$ cat src/rtl/pwm_pkg.sv
package pwm_pkg;
    typedef enum logic [1:0] {
        ST_IDLE  = 2'd0,
        ST_ARMED = 2'd1,
        ST_RUN   = 2'd2
    } run_state_e;
endpackage

$ cat src/rtl/pwm_prescaler.sv
module pwm_prescaler #(
    parameter int SEL_W   = 3,
    parameter int MAX_SEL = 6
) (
    input  logic             clk,
    input  logic             rst_n,
    input  logic             run,
    input  logic [SEL_W-1:0] sel,
    output logic             tick
);
    localparam int DIV_W  = MAX_SEL + 1;
    localparam int FULL_W = DIV_W + 1;

    logic [SEL_W-1:0]  sel_eff;
    logic [FULL_W-1:0] span;
    logic [DIV_W-1:0]  div_last;
    logic [DIV_W-1:0]  pre_cnt;

    always_comb begin
        sel_eff  = (int'(sel) > MAX_SEL) ? SEL_W'(MAX_SEL) : sel;
        span     = FULL_W'(2) << sel_eff;
        div_last = DIV_W'(span - FULL_W'(1));
    end

    assign tick = run && (pre_cnt >= div_last);

    always_ff @(posedge clk or negedge rst_n) begin
        if (!rst_n) begin
            pre_cnt <= '0;
        end else if (!run || tick) begin
            pre_cnt <= '0;
        end else begin
            pre_cnt <= pre_cnt + DIV_W'(1);
        end
    end


    tick_gap_chk: assert property (@(posedge clk) disable iff (!rst_n)
        tick |=> !tick);
endmodule

$ cat src/rtl/pwm_counter.sv
module pwm_counter #(
    parameter int CNT_W = 16
) (
    input  logic             clk,
    input  logic             rst_n,
    input  logic             run,
    input  logic             tick,
    input  logic [CNT_W-1:0] period,
    input  logic [CNT_W-1:0] duty,
    output logic             per_hit,
    output logic             duty_hit
);
    logic [CNT_W-1:0] cnt;
    logic [CNT_W-1:0] cnt_nxt;
    logic             clr_pend;

    assign cnt_nxt = clr_pend ? '0 : cnt + CNT_W'(1);

    always_ff @(posedge clk or negedge rst_n) begin
        if (!rst_n) begin
            cnt      <= '0;
            clr_pend <= 1'b0;
            per_hit  <= 1'b0;
            duty_hit <= 1'b0;
        end else if (!run) begin
            cnt      <= '0;
            clr_pend <= 1'b0;
            per_hit  <= 1'b0;
            duty_hit <= 1'b0;
        end else begin
            per_hit  <= 1'b0;
            duty_hit <= 1'b0;
            if (tick) begin
                cnt      <= cnt_nxt;
                clr_pend <= (cnt_nxt == period);
                per_hit  <= (cnt_nxt == period);
                duty_hit <= (cnt_nxt == duty);
            end
        end
    end


    clr_after_match_chk: assert property (@(posedge clk) disable iff (!rst_n)
        (run && tick && clr_pend) |=> (cnt == '0));


    per_pulse_chk: assert property (@(posedge clk) disable iff (!rst_n)
        per_hit |=> !per_hit);


    duty_pulse_chk: assert property (@(posedge clk) disable iff (!rst_n)
        duty_hit |=> !duty_hit);
endmodule

$ cat src/rtl/pwm_outctl.sv
module pwm_outctl
    import pwm_pkg::*;
(
    input  logic clk,
    input  logic rst_n,
    input  logic run,
    input  logic per_hit,
    input  logic duty_hit,
    input  logic polarity,
    output logic pwm_out
);
    run_state_e state_q, state_d;
    logic       set_q;

    always_comb begin
        state_d = state_q;
        unique case (state_q)
            ST_IDLE:  if (run) state_d = ST_ARMED;
            ST_ARMED: begin
                if (!run)         state_d = ST_IDLE;
                else if (per_hit) state_d = ST_RUN;
            end
            ST_RUN:   if (!run) state_d = ST_IDLE;
            default:  state_d = ST_IDLE;
        endcase
    end

    always_ff @(posedge clk or negedge rst_n) begin
        if (!rst_n) state_q <= ST_IDLE;
        else        state_q <= state_d;
    end

    always_ff @(posedge clk or negedge rst_n) begin
        if (!rst_n) begin
            set_q <= 1'b0;
        end else if (!run || state_q == ST_IDLE) begin
            set_q <= 1'b0;
        end else if (duty_hit) begin
            set_q <= 1'b0;
        end else if (per_hit) begin
            set_q <= 1'b1;
        end
    end

    assign pwm_out = set_q ^ polarity;


    idle_quiet_chk: assert property (@(posedge clk) disable iff (!rst_n)
        !run |=> !set_q);


    reset_wins_chk: assert property (@(posedge clk) disable iff (!rst_n)
        (run && per_hit && duty_hit) |=> !set_q);


    armed_quiet_chk: assert property (@(posedge clk) disable iff (!rst_n)
        (state_q == ST_ARMED) |-> !set_q);
endmodule

$ cat src/rtl/pwm_timer.sv
module pwm_timer #(
    parameter int CNT_W   = 16,
    parameter int SEL_W   = 3,
    parameter int MAX_SEL = 6
) (
    input  logic             clk,
    input  logic             rst_n,
    input  logic             en,
    input  logic [SEL_W-1:0] clk_sel,
    input  logic             per_wr,
    input  logic             duty_wr,
    input  logic             pol_wr,
    input  logic [CNT_W-1:0] wr_data,
    output logic             pwm_out,
    output logic             per_irq,
    output logic             duty_irq
);
    logic [CNT_W-1:0] period_q;
    logic [CNT_W-1:0] duty_q;
    logic             pol_q;
    logic             tick;

    always_ff @(posedge clk or negedge rst_n) begin
        if (!rst_n) begin
            period_q <= '1;
            duty_q   <= '0;
            pol_q    <= 1'b0;
        end else if (!en) begin
            if (per_wr)  period_q <= wr_data;
            if (duty_wr) duty_q   <= wr_data;
            if (pol_wr)  pol_q    <= wr_data[0];
        end
    end

    pwm_prescaler #(.SEL_W(SEL_W), .MAX_SEL(MAX_SEL)) presc_i (
        .clk(clk), .rst_n(rst_n), .run(en), .sel(clk_sel), .tick(tick)
    );

    pwm_counter #(.CNT_W(CNT_W)) count_i (
        .clk(clk), .rst_n(rst_n), .run(en), .tick(tick),
        .period(period_q), .duty(duty_q),
        .per_hit(per_irq), .duty_hit(duty_irq)
    );

    pwm_outctl outctl_i (
        .clk(clk), .rst_n(rst_n), .run(en), .per_hit(per_irq),
        .duty_hit(duty_irq), .polarity(pol_q), .pwm_out(pwm_out)
    );


    cfg_hold_chk: assert property (@(posedge clk) disable iff (!rst_n)
        (en && $past(en)) |-> ($stable(period_q) && $stable(duty_q)));


    pol_hold_chk: assert property (@(posedge clk) disable iff (!rst_n)
        (en && $past(en)) |-> $stable(pol_q));
endmodule

$ cat config.mk
export PLATFORM = sky130hd
export DESIGN_NAME = pwm_timer
export DESIGN_NICKNAME = d
export VERILOG_FILES = /design/src/rtl/pwm_pkg.sv /design/src/rtl/pwm_prescaler.sv /design/src/rtl/pwm_counter.sv /design/src/rtl/pwm_outctl.sv /design/src/rtl/pwm_timer.sv
export SDC_FILE = /design/constraint.sdc
export NUM_CORES = 1
export LEC_CHECK = 0
export ABC_AREA = 1
export BUFFER_PORTS_ARGS = -buffer_cell sky130_fd_sc_hd__buf_2
export CORE_ASPECT_RATIO = 0.5
export CORE_MARGIN = 2
export CORE_UTILIZATION = 50
export DETAILED_ROUTE_END_ITERATION = 16
export HOLD_SLACK_MARGIN = 0.06
export PLACE_DENSITY = 0.67
export SLEW_MARGIN = 15
export SYNTH_ARGS = -nofsm -noshare
export SYNTH_HDL_FRONTEND = slang
export SYNTH_SLANG_ARGS = --single-unit
$ cat constraint.sdc
create_clock -name clk -period 2.45 [get_ports clk]
set_input_delay 0.3675 -clock clk [delete_from_list [all_inputs] [get_ports clk]]
set_output_delay 0.3675 -clock clk [all_outputs]
set_load 0.01 [all_outputs]
==> out/metrics.cfg, run 1 <==
[yosys]
synth_area_mm2 = 0.00363
synth_seq_cells = 62
yosys.area_share.xor_xnor_pct = 1.93
synth-simple-area-share_pct = 32.6
syn_nets = 540
seq_area_frac_synth_pct = 43.3
syn_inst = 507
synthMuxAreaShare_pct = 0
synth_top_family_by_area = simple AND/OR/NAND/NOR gates
syn_area_per_cell_um2 = 7.16
synthAdderAreaFrac_pct = 2.76
synthDistinctLibCells = 30
yosys_warnings = 0
synth-compound-area-share_pct = 9.51

[layout]
fin_area_mm2 = 0.00421
multiInputGateArea_mm2 = 0.00170
regArea_mm2 = 0.00157
drive_gt1_share_pct = 13.7
area_delta_synth_final_pct = 15.9
nets = 576
antennaDiodeCount = 0
finalCoreUtilization_pct = 61.3
fillers = 661

[drt]
drt-total-wl_mm = 8.43
dr.pass1.iters = 6
route.detailed.drc = 0
vias = 3310
antenna_left = 0
post_drt_via_cell_ratio = 5.17
drt_iter0_drc = 215
post_drt_wl_per_cell_um = 13.2

[worst_setup_path]
rr_worst_depth = 10
r2r_end = count_i.per_hit$_DFF_PN0_
r2r_slack_ps = 450
endpoint_kind = flop
crit_arrival_ps = 2230
r2r-start = count_i.cnt[2]$_DFFE_PN0N_
crit_required_ps = 2680
cp_max_fo = 5
setup.worst_path.start_class = flop
crit_type = reg2reg

[place]
io_buffers = 27
dp.final_hpwl_mm = 6.43
placed_cell_area_mm2 = 0.00391
gp_congestion = 0.918

[floorplan]
row_count = 21
die_h_um = 64.2
io-pin-count = 28
start_util_pct = 52.9
die_w_um = 124
die_area_mm2 = 0.00800
core_mm2 = 0.00686

[cts]
cts_root_buf = clkbuf_16
cts_hold_buf = 1
cts_setup_buffers = 0
post_cts_resized = 0
clock_latency_ps = 330
cts_buffer_depth = 2
cts_buffers = 9
path_clk_slew_ps = 50
h-tree-depth = 3
cts.sinks = 62
cts_tree = built

[sta]
worst_slew_pin_slew_ps = 396
rsz0062_at_grt = no
setup_viol = 0
clock.fmax_mhz = 499
fin_skew_ps = 2.81
period_share_pct = 81.8
period_needed_ps = 2000
whs_ps = 237
maxSlewViolCount = 0
fin_setup_tns_ps = 0
maxSlewHeadroom_pct = 73.5
hold_viol_final = 0

[pwr]
pwr_density_cell_mw_per_mm2 = 637
p_leak_nw = 2.14
ir_drop_v = 0.000356

[grt]
top_usage_layer = met2
grt_pass1_vias = 3177
grt_max_degree = 33
grtUsageMet2_pct = 38.1
met3_usage_pct = 7.04
gr-usage-met1_pct = 32.4
antenna_found_initial = 0
overflow = 0
grt_pass1_wl_mm = 15.1
grt.total_usage_pct = 24.0

[worst_hold_path]
holdCritPathClass = in2reg
min_path_cells = 2
whs_endpoint = pol_q$_DFFE_PN0P_
hp-start = pol_wr

[run_status]
outcome = complete, no violations

[job]
maxCapViolCount = 0

==> power breakdown <==
group | internal [W] | total (W) | switching, W
Combinational | 0.000115 | 0.000295 | 0.000180
Clock | 0.000763 | 0.00119 | 0.000432
Sequential | 0.00113 | 0.00119 | 0.0000658
Total | 0.00200 | 0.00268 | 0.000678
==> critical path, cell delays in order (launching register included) <==
cell and delay (ps):
dfrtp_1 430, nand3_1 160, nor2_1 270, nand4_1 230, nand3_1 220, nand2_1 70, nand2_1 60, nand2_1 110
inv_1 80, nand2_1 60, nor3_2 220
==> Yosys cell counts <==
cell type / n / area (um2)
nand3_1: 37 / 185
inv_2: 1 / 3.75
a31oi_1: 1 / 6.26
o31ai_1: 1 / 7.51
clkbuf_1: 8 / 30.0
nor2_1: 45 / 169
a21oi_1: 6 / 30.0
ha_1: 8 / 100
o22ai_1: 15 / 93.8
dfstp_2: 16 / 420
o21ai_0: 38 / 190
nor3_2: 1 / 10.0
buf_1: 1 / 3.75
o21ai_1: 2 / 10.0
nor3b_1: 1 / 7.51
nand3_2: 1 / 10.0
xor2_1: 5 / 43.8
dfrtp_1: 46 / 1150
and2_1: 1 / 6.26
buf_2: 2 / 10.0
nand2_2: 2 / 12.5
inv_1: 83 / 312
nand4_1: 26 / 163
nor2_4: 3 / 33.8
nand3b_1: 2 / 15.0
xnor2_1: 3 / 26.3
nand2_1: 148 / 556
nor2_2: 1 / 6.26
nor3_1: 2 / 10.0
o211ai_1: 1 / 7.51
==> area by class of cell <==
| class | instances | share of cell area (%) |
|---|---|---|
| clock buffers | 13 | 6.42 |
| clock inverters | 3 | 0.416 |
| inverters | 84 | 7.50 |
| multi-input cells | 350 | 40.4 |
| flip-flops and latches | 62 | 37.4 |
| well taps | 92 | 2.74 |
| repair buffers | 36 | 5.18 |
==> per-stage QoR <==
stage               power (W)  worst slack (ps)  instances
floorplan             0.00138               629        507
global placement      0.00150               380        623
detailed placement    0.00150               313        623
CTS                   0.00271               443        640
global route          0.00283               179        640
finish                0.00268               447        640
==> metal layers <==
layer	routed length [um]	share of wire, %
met4	68	0.81
met1	4180	50
met2	3760	45
met5	0	0
met3	425	5.0
==> logic make-up after synthesis <==
| group | Yosys count |
|---|---|
| xor+xnor | 8 |
| simple gates | 270 |
| fa+ha+maj | 8 |
| flops | 62 |
| buf+inv | 95 |
| compound gates | 64 |
==> worst max-delay path by stage <==
| stage | startpoint | endpoint | depth (start not counted) |
|---|---|---|---|
| floorplan | clk_sel[2] | count_i.cnt[0]$_DFFE_PN0N_ | 10 |
| global placement | clk_sel[1] | count_i.cnt[4]$_DFFE_PN0N_ | 10 |
| detailed placement | clk_sel[2] | count_i.cnt[9]$_DFFE_PN0N_ | 10 |
| CTS | count_i.cnt[1]$_DFFE_PN0N_ | count_i.per_hit$_DFF_PN0_ | 11 |
| global route | count_i.cnt[1]$_DFFE_PN0N_ | count_i.per_hit$_DFF_PN0_ | 13 |
| finish | count_i.cnt[2]$_DFFE_PN0N_ | count_i.per_hit$_DFF_PN0_ | 10 |
==> flip-flops by register name, summed over array words and instances, names as in the netlist, 2 cells and up <==
| name | count |
|---|---|
| count_i.cnt | 16 |
| duty_q | 16 |
| outctl_i.state_q | 2 |
| period_q | 16 |
| presc_i.pre_cnt | 7 |
==> placed cells by master (no fill, tap or decap), types with 3 or more instances in the layout <==
| cell | instances |
|---|---|
| buf_4 | 7 |
| xor2_1 | 5 |
| xnor2_1 | 3 |
| o22ai_1 | 15 |
| ha_1 | 8 |
| nand3_1 | 37 |
| buf_2 | 27 |
| clkbuf_8 | 3 |
| inv_1 | 83 |
| nor2_1 | 45 |
| o21ai_0 | 38 |
| a21oi_1 | 6 |
| nand4_1 | 26 |
| dfstp_2 | 16 |
| nor2_4 | 3 |
| dfrtp_1 | 46 |
| nand2_1 | 148 |
| clkbuf_16 | 9 |
Note: power is estimated with default switching activity, not from simulation.
==> inputs of run 2 (changes only) <==
--- a/config.mk
+++ b/config.mk
@@ -12,7 +12,7 @@
 export CORE_UTILIZATION = 50
 export DETAILED_ROUTE_END_ITERATION = 16
 export HOLD_SLACK_MARGIN = 0.06
-export PLACE_DENSITY = 0.67
+export PLACE_DENSITY = 0.7
 export SLEW_MARGIN = 15
 export SYNTH_ARGS = -nofsm -noshare
 export SYNTH_HDL_FRONTEND = slang
==> constraint.sdc (replaced) <==
create_clock -name clk -period 1.6 [get_ports clk]
set_input_delay 0.24 -clock clk [delete_from_list [all_inputs] [get_ports clk]]
set_output_delay 0.24 -clock clk [all_outputs]
set_load 0.01 [all_outputs]
==> run 2 against run 1 <==
  * The run now ends with setup timing left
  * Worst hold slack got worse by 130 ps
  * Sequential share of layout area fell by 7.0 points
  * Wire length rose by 26%
  * Via count rose by 13%
  * Worst setup slack got worse by 700 ps
  * Cell count rose by 11%
  * Clock skew rose by 2.2 ps
  * Count of clock-buffer cells in the layout fell by 1
  * First-iteration DRC count rose by 18%
  * Clock power rose by 50%
  * Critical endpoint unchanged
  * Highest routed layer unchanged
==> out/metrics.cfg, run 2 (synthesized netlist as in run 1, its figures left out) <==
[worst_setup_path]
endpoint_kind = flop
crit_family = simple AND/OR/NAND/NOR gates
crit_path_top_delay_cell = dfrtp_2
r2r_slack_ps = -250
cp_cell_sequence = ha_4 > nand2_1 > nand2_1 > nand2_1 > nor2_2 > nand3_1 > nor2_1 > nand3_1 > nor2_1 > nand3_1 > nor3_2
r2r-start = count_i.cnt[0]$_DFFE_PN0N_
r2r_end = count_i.per_hit$_DFF_PN0_
rr_worst_depth = 11
crit_required_ps = 1860
cp_num_buf_inv = 0
cp_slowest_stage_delay_ps = 440
crit_arrival_ps = 2120
crit_type = reg2reg
setup.worst_path.start_class = flop
cp_max_fo = 3

[floorplan]
die_area_mm2 = 0.00800
start_util_pct = 52.9
die_h_um = 64.2
io-pin-count = 28
die_w_um = 124
row_count = 21
core_mm2 = 0.00686

[cts]
path_clk_slew_ps = 50
clock_latency_ps = 340
h-tree-depth = 3
cts_tree = built
cts_root_buf = clkbuf_16
cts_buffer_depth = 2
cts.sinks = 62
cts_buffers = 9

[run_status]
violations = setup timing
outcome = finished, violations left

[grt]
overflow = 0
antenna_found_initial = 0
grt.total_usage_pct = 26.6
grt_max_degree = 63
grt_pass1_wl_mm = 16.5
grt_pass1_vias = 3409

[worst_hold_path]
min_path_cells = 2
whs_endpoint = pol_q$_DFFE_PN0P_
holdCritPathClass = in2reg
hp-start = pol_wr

[pwr]
pwr_density_cell_mw_per_mm2 = 801
p_leak_nw = 2.56
ir_drop_v = 0.000571

[place]
dp.final_hpwl_mm = 6.87
gp_congestion = 0.933
dp.cells = 681
placed_cell_area_mm2 = 0.00437
io_buffers = 27

[drt]
routed.top_layer = met4
route.detailed.drc = 0
drt-met1-wl_mm = 4.61
dr_wl_met2_mm = 4.97
drt-total-wl_mm = 10.6
vias = 3743
drt_iter0_drc = 254
antenna_left = 0
post_drt_via_cell_ratio = 5.25
dr.pass1.iters = 5
post_drt_wl_per_cell_um = 14.9
met3_length_um = 784

[sta]
period_needed_ps = 1850
worst_slew_pin_slew_ps = 369
setup_viol = 26
rsz0062_at_grt = yes
maxSlewHeadroom_pct = 75.3
period_share_pct = 116
maxSlewViolCount = 0
fin_setup_tns_ps = -3780
fin_skew_ps = 5.05
clock.fmax_mhz = 540
hold_viol_final = 0
setup_ws_ps = -252

[job]
maxCapViolCount = 0

[layout]
antennaDiodeCount = 0
fin_area_mm2 = 0.00519
nets = 649
reg_top3 = count_i.cnt (16), duty_q (16), period_q (16)
fillers = 502
drive_gt1_share_pct = 34.1
final_cell_mix = nand2_1 (135), inv_1 (82), buf_4 (66), dfrtp_1 (42), o21ai_0 (34)
area_delta_synth_final_pct = 43.0
final_common_cell = nand2_1
finalNonFillerCells = 713

run 2: power breakdown:
| part | internal (W) | leakage, nW | switching (W) |
|---|---|---|---|
| combinational | 0.000226 | 1.65 | 0.000325 |
| sequential | 0.00172 | 0.770 | 0.000102 |
| clock | 0.00108 | 0.132 | 0.000701 |
run 2: worst max-delay path by stage:
stage / from / end / slack, ps / depth (start not counted)
2_1_floorplan: presc_i.pre_cnt[2]$_DFF_PN0_ / count_i.cnt[15]$_DFFE_PN0N_ / -50 / 9
3_5_place_dp: count_i.cnt[1]$_DFFE_PN0N_ / count_i.duty_hit$_DFF_PN0_ / -280 / 13
5_1_grt: count_i.cnt[1]$_DFFE_PN0N_ / count_i.duty_hit$_DFF_PN0_ / -390 / 12
6_report: count_i.cnt[0]$_DFFE_PN0N_ / count_i.per_hit$_DFF_PN0_ / -250 / 11
4_1_cts: count_i.cnt[1]$_DFFE_PN0N_ / count_i.duty_hit$_DFF_PN0_ / -250 / 12
3_3_place_gp: count_i.cnt[0]$_DFFE_PN0N_ / count_i.duty_hit$_DFF_PN0_ / -280 / 12
run 2: area by class of cell:
type | count | area, um2 | share of cell area, %
clock buffers | 12 | 246 | 4.75
clock inverters | 4 | 22.5 | 0.434
inverters | 84 | 329 | 6.34
multi-input cells | 350 | 2070 | 39.9
flip-flops and latches | 62 | 1580 | 30.4
well taps | 92 | 115 | 2.22
repair buffers | 106 | 797 | 15.4
repair inverters | 3 | 33.8 | 0.651
run 2: timing repair:
item,4_1_cts,5_1_grt
hold buffers,1,0
setup endpoints to repair,24,26
endpoints found under the hold margin,46,0
pin swaps,18,22
buffers inserted,8,6
gates resized for setup,58,46
cloned,2,2
run 2: layer usage:
layer / track usage [%] / up-vias
met5: 0 / -
met2: 42.6 / 112
met4: 8.57 / 0
met3: 7.71 / 31
met1: 35.2 / 1749
li1: - / 1851
run 2: stage by stage:
| stage | setup slack (ps) | hold WS (ps) | total power [W] | util [%] |
|---|---|---|---|---|
| after detailed placement | -281 | 276 | 0.00231 | 63.8 |
| after CTS | -246 | 91.5 | 0.00412 | 72.6 |
| final | -252 | 102 | 0.00416 | 75.7 |
| after floorplan | -52.3 | -55.6 | 0.00212 | - |
| after global routing | -391 | 106 | 0.00437 | 75.7 |
| after global placement | -284 | 275 | 0.00230 | 63.8 |
